===== config.mk =====
export PLATFORM = sky130hd
export DESIGN_NAME = mbx_irq_logic
export DESIGN_NICKNAME = d
export VERILOG_FILES = /design/src/rtl/mbx_pkg.sv /design/src/rtl/mbx_port_decode.sv /design/src/rtl/mbx_flag.sv /design/src/rtl/mbx_irq_logic.sv
export SDC_FILE = /design/constraint.sdc
export NUM_CORES = 1
export LEC_CHECK = 0
export BUFFER_PORTS_ARGS = -buffer_cell sky130_fd_sc_hd__buf_2
export CORE_AREA = 5 5 42 44
export DETAILED_ROUTE_END_ITERATION = 7
export DIE_AREA = 0 0 47 49
export GPL_TIMING_DRIVEN = 0
export PLACE_DENSITY = 0.54
export SETUP_SLACK_MARGIN = 0.15
export SYNTH_ARGS = -nofsm -noshare
export SYNTH_HDL_FRONTEND = slang
export SYNTH_HIERARCHICAL = 1
export SYNTH_SLANG_ARGS = --single-unit

===== constraint.sdc =====
create_clock -name clk -period 0.8 [get_ports clk]
set_clock_uncertainty 0.1 [all_clocks]
set_input_delay 0.08 -clock clk [delete_from_list [all_inputs] [get_ports clk]]
set_output_delay 0.08 -clock clk [all_outputs]
set_load 0.01 [all_outputs]

===== src/rtl/mbx_pkg.sv =====
package mbx_pkg;
  typedef enum logic {SIDE_LEFT = 1'b0, SIDE_RIGHT = 1'b1} side_e;

  typedef struct packed {
    logic rd_own;   // read of the port's own mailbox
    logic wr_peer;  // write into the other port's mailbox
  } mbx_hit_t;
endpackage


===== src/rtl/mbx_port_decode.sv =====
module mbx_port_decode
  import mbx_pkg::*;
#(
  parameter int unsigned AW = 16,
  parameter logic [AW-1:0] OWN_ADDR = '1,
  parameter logic [AW-1:0] PEER_ADDR = '0
) (
  input  logic          en,
  input  logic          wr,
  input  logic [AW-1:0] addr,
  output mbx_hit_t      hit
);
  logic own_match;
  logic peer_match;

  always_comb begin
    own_match   = (addr == OWN_ADDR);
    peer_match  = (addr == PEER_ADDR);
    hit.rd_own  = en && !wr && own_match;
    hit.wr_peer = en &&  wr && peer_match;
  end
endmodule


===== src/rtl/mbx_flag.sv =====
module mbx_flag (
  input  logic clk,
  input  logic rst_n,
  input  logic set,
  input  logic clr,
  output logic flag_n
);
  logic pending;

  // set wins over clear when both land in one cycle
  always_ff @(posedge clk or negedge rst_n) begin
    if (!rst_n)
      pending <= 1'b0;
    else if (set)
      pending <= 1'b1;
    else if (clr)
      pending <= 1'b0;
  end

  assign flag_n = !pending;
endmodule


===== src/rtl/mbx_irq_logic.sv =====
module mbx_irq_logic
  import mbx_pkg::*;
#(
  parameter int unsigned AW = 16
) (
  input  logic          clk,
  input  logic          rst_n,
  input  logic          l_en,
  input  logic          l_wr,
  input  logic [AW-1:0] l_addr,
  input  logic          r_en,
  input  logic          r_wr,
  input  logic [AW-1:0] r_addr,
  output logic          l_irq_n,
  output logic          r_irq_n
);
  localparam int unsigned NSIDE = 2;
  localparam logic [AW-1:0] RIGHT_BOX = {AW{1'b1}};
  localparam logic [AW-1:0] LEFT_BOX  = RIGHT_BOX - 1'b1;

  logic          en_v   [NSIDE];
  logic          wr_v   [NSIDE];
  logic [AW-1:0] addr_v [NSIDE];
  mbx_hit_t      hit_v  [NSIDE];
  logic          irq_v  [NSIDE];

  assign en_v[SIDE_LEFT]    = l_en;
  assign wr_v[SIDE_LEFT]    = l_wr;
  assign addr_v[SIDE_LEFT]  = l_addr;
  assign en_v[SIDE_RIGHT]   = r_en;
  assign wr_v[SIDE_RIGHT]   = r_wr;
  assign addr_v[SIDE_RIGHT] = r_addr;

  for (genvar s = 0; s < NSIDE; s++) begin : g_side
    localparam logic [AW-1:0] OWN  = (s == SIDE_LEFT) ? LEFT_BOX  : RIGHT_BOX;
    localparam logic [AW-1:0] PEER = (s == SIDE_LEFT) ? RIGHT_BOX : LEFT_BOX;

    mbx_port_decode #(
      .AW        (AW),
      .OWN_ADDR  (OWN),
      .PEER_ADDR (PEER)
    ) u_dec (
      .en   (en_v[s]),
      .wr   (wr_v[s]),
      .addr (addr_v[s]),
      .hit  (hit_v[s])
    );

    // flag s is raised by the opposite side, cleared by side s
    mbx_flag u_flag (
      .clk    (clk),
      .rst_n  (rst_n),
      .set    (hit_v[NSIDE-1-s].wr_peer),
      .clr    (hit_v[s].rd_own),
      .flag_n (irq_v[s])
    );
  end

  assign l_irq_n = irq_v[SIDE_LEFT];
  assign r_irq_n = irq_v[SIDE_RIGHT];
endmodule


==> impl_results.md <==
* Initial core utilization at 12.9%
* Post-Route Setup TNS at -0.325 ns
* Pin slew with the least headroom to its limit at 0.224 ns
* Wire length of the first global-routing pass at 1150 um
* Registers with the highest flip-flop counts: g_side.u_flag/pending x2
* Setup repair after global routing missed its margin: true
* Synthesized-area fraction occupied by adder cells at 0%
* Number of diodes at 0
* Total half-perimeter wirelength after legalization and detailed placement at 733 um
* Number of buffers inserted during clock tree synthesis at 3
* Drt wl/cell at 10.2 um
* Height of the chip at 49 um
* TritonCTS clock tree: built
* List of cells traversed by the critical path: inv_2, buf_6
* Clock transition at the registers of the reported paths at 0.03 ns
* Max Fclk at 1.10 GHz
* Max_cap viols at 0
* Area of the die at 0.00230 sq mm
* Area fraction in and, or, nand and nor cells after synthesis at 55.6%
* Vias in the first global route at 342
* Number of routed nets with antenna violations at 0
* Count of routing violations after the opening detailed-route iteration at 0
* H-tree levels at 1
* Post-placement worst setup slack at -0.345 ns
* Outcome: finished, violations left
* Hold Path Depth at 3
* Maximum fanout encountered on the critical timing path at 2
* CTS sink count at 2
* Final setup vio count at 4
* Compound-Gate Fraction of Synth Area at 12.5%
* Sequential cell area fraction in the yosys report at 27.8%
* Cell area after synthesis at 180 sq um
* Worst Hold Class: in2reg
* Most area-hungry cell type in the Yosys netlist: sky130_fd_sc_hd__dfrtp_1
* Routability-driven placement congestion ratio at 0.625
* Nature of the critical path startpoint: flip-flop
* Main combinational cell family by area after synthesis: simple AND/OR/NAND/NOR gates
* Unique masters post-synth at 8
* Power density over the cells at 873 mW/mm^2
* Pins over their slew limit at 0
* Total detailed-routing wirelength at 827 um
* Type of element capturing the critical path: output pin
* Number of standard cells after synthesis at 20
* Static leakage at 0.259 nW
* Number of antenna violations at the first check in global routing at 0
* Violations in the final reports: negative setup slack
* Largest register FFs at 2
* XOR/XNOR Fraction of Synth Area at 0%
* Latest clock arrival within the worst-skew pair at 0.22 ns
* Layout cell share with drive strength beyond 1 at 80.0%
* Fin nets at 105
* Share of Yosys cell area claimed by the top area cell type at 27.8%
* Highest ir drop seen on vdd at 270 uV
* Non-Filler Instances at 81
* Multiplexer share of the synthesized area at 0%
* TritonRoute pass-1 iters at 1
* Count of pins on the block boundary at 40
* Core Rows at 14
* Clock root cell: sky130_fd_sc_hd__clkbuf_4
* Final period utilization at 114%
* Cell area after placement at 395 sq um
* Time the worst path needs with I/O delays and setup at 0.908 ns
* Number of I/O port buffers at 39
* Synthesized net count at 58
* Inst Count DP at 75
* DRC violations left at 0
* Die Width at 47 um
* Register containing the most flip-flops in the final layout: g_side.u_flag/pending
* Overall via count from detail_route at 346
* Cell types with the largest area share after synthesis: sky130_fd_sc_hd__dfrtp_1 (28%), sky130_fd_sc_hd__nand4_1 (28%), sky130_fd_sc_hd__o21bai_2 (13%), sky130_fd_sc_hd__and3b_1 (9.7%), sky130_fd_sc_hd__nor3b_2 (6.9%)
* Flops & latches, synth at 2
* GRT Overall Usage at 7.10%
* P&R area growth vs syn at 174%
* Core box area at 0.00140 sq mm
* Routed via count divided by cell count at 4.27
* CP Data Required Time at 0.62 ns
* Start-to-end type of the worst setup path: reg2out
* Residual overflow from global routing at 0
* Signal arrival time at the worst endpoint at 0.73 ns
* Final setup margin at -0.108 ns
* Fill count at 153
* Warnings from Yosys at 6
* Number of hold-slack violations in the final timing report at 0
* Max transition margin at 85.0%
* Final standard cell area without fillers at 493 sq um
* Delay of the slowest cell on the worst path at 0.36 ns
* Average cell area after synthesis at 9.01 sq um
* Slowest library cell on the worst path: sky130_fd_sc_hd__dfrtp_1
* Worst r2r path cells at 3
* Clock Tree Buf Depth at 2
* Maximum number of pins on one net before global-route repair at 3
-- routing by layer --
| layer | vias to the layer above | wire length (um) | global-route usage [%] |
|---|---|---|---|
| li1 | 175 | - | - |
| met1 | 146 | 259 | 7.42 |
| met2 | 25 | 439 | 11.1 |
| met3 | 0 | 129 | 2.21 |
| met4 | 0 | 0 | 5.53 |
| met5 | - | 0 | 0 |
-- kinds of logic (layout without fill, tap and decap cells) --
family                 count (synthesis)  count (layout)
AO/OA/AOI/OAI                          2               2
buffers and inverters                  2              47
flip-flops                             2               2
AND/OR/NAND/NOR                       14              14
-- critical path, delay by kind of cell (launching register included) --
family / cells / cell delay (ns)
flip-flops: 1 / 0.36
buffers and inverters: 2 / 0.15
-- layout make-up --
class	instances	area [sq um]	share of cell area, %
inverters	2	7.51	1.52
well taps	16	20.0	4.06
clock buffers	3	22.5	4.57
multi-input cells	16	135	27.4
flip-flops and latches	2	50.0	10.2
repair buffers	42	258	52.3
-- final timing paths --
path | from | to | slack (ns)
max reg2reg | g_side[1].u_flag/pending$_DFFE_PN0P_ | g_side[1].u_flag/pending$_DFFE_PN0P_ | 0
min reg2reg | g_side[0].u_flag/pending$_DFFE_PN0P_ | g_side[0].u_flag/pending$_DFFE_PN0P_ | 0.52
min | l_wr | g_side[0].u_flag/pending$_DFFE_PN0P_ | 0.03
min in group asynchronous | rst_n | g_side[1].u_flag/pending$_DFFE_PN0P_ | 0.08
max | g_side[0].u_flag/pending$_DFFE_PN0P_ | l_irq_n | -0.11
max in group asynchronous | rst_n | g_side[0].u_flag/pending$_DFFE_PN0P_ | 0.42
-- metrics by stage --
step	util, %	hold slack, ns	power, mW
after floorplan	-	-0.316	0.111
after global placement	28.2	-0.233	0.198
after detailed placement	28.2	-0.232	0.201
after CTS	32.9	0.0163	0.433
after global routing	35.2	0.0284	0.473
final	35.2	0.0267	0.430
-- Yosys cell counts, drive strengths merged --
master / count
inv: 2
nor4: 2
dfrtp: 2
o21bai: 2
and3b: 2
and3: 1
nand4: 8
nor3b: 1
-- report_power, final --
group / leakage, nW / switching [mW] / internal (mW)
combinational: 0.228 / 0.0329 / 0.0827
clock: 0.0138 / 0.0480 / 0.165
sequential: 0.0175 / 0.0000143 / 0.102
-- what timing repair did --
| item | CTS | global route |
|---|---|---|
| endpoints found under the setup margin | 4 | 4 |
| setup buffers | 1 | 1 |
| hold endpoints to repair | 2 | 0 |
| hold buffers | 1 | 0 |
| resized for setup | 6 | 4 |
| pin swaps | 1 | 2 |
-- cell usage in the layout, fill, tap and decap left out --
cell,synthesis,routed
sky130_fd_sc_hd__nand4_1,8,8
sky130_fd_sc_hd__o21bai_2,2,2
sky130_fd_sc_hd__buf_4,0,2
sky130_fd_sc_hd__nor3b_2,1,1
sky130_fd_sc_hd__and3b_1,2,2
sky130_fd_sc_hd__buf_6,0,6
sky130_fd_sc_hd__nor4_2,0,2
sky130_fd_sc_hd__dlygate4sd3_1,0,1
sky130_fd_sc_hd__clkbuf_4,0,3
sky130_fd_sc_hd__inv_2,0,2
sky130_fd_sc_hd__buf_2,0,33
sky130_fd_sc_hd__dfrtp_1,2,2
sky130_fd_sc_hd__and3_2,1,1
(Power assumes the default switching activity.)
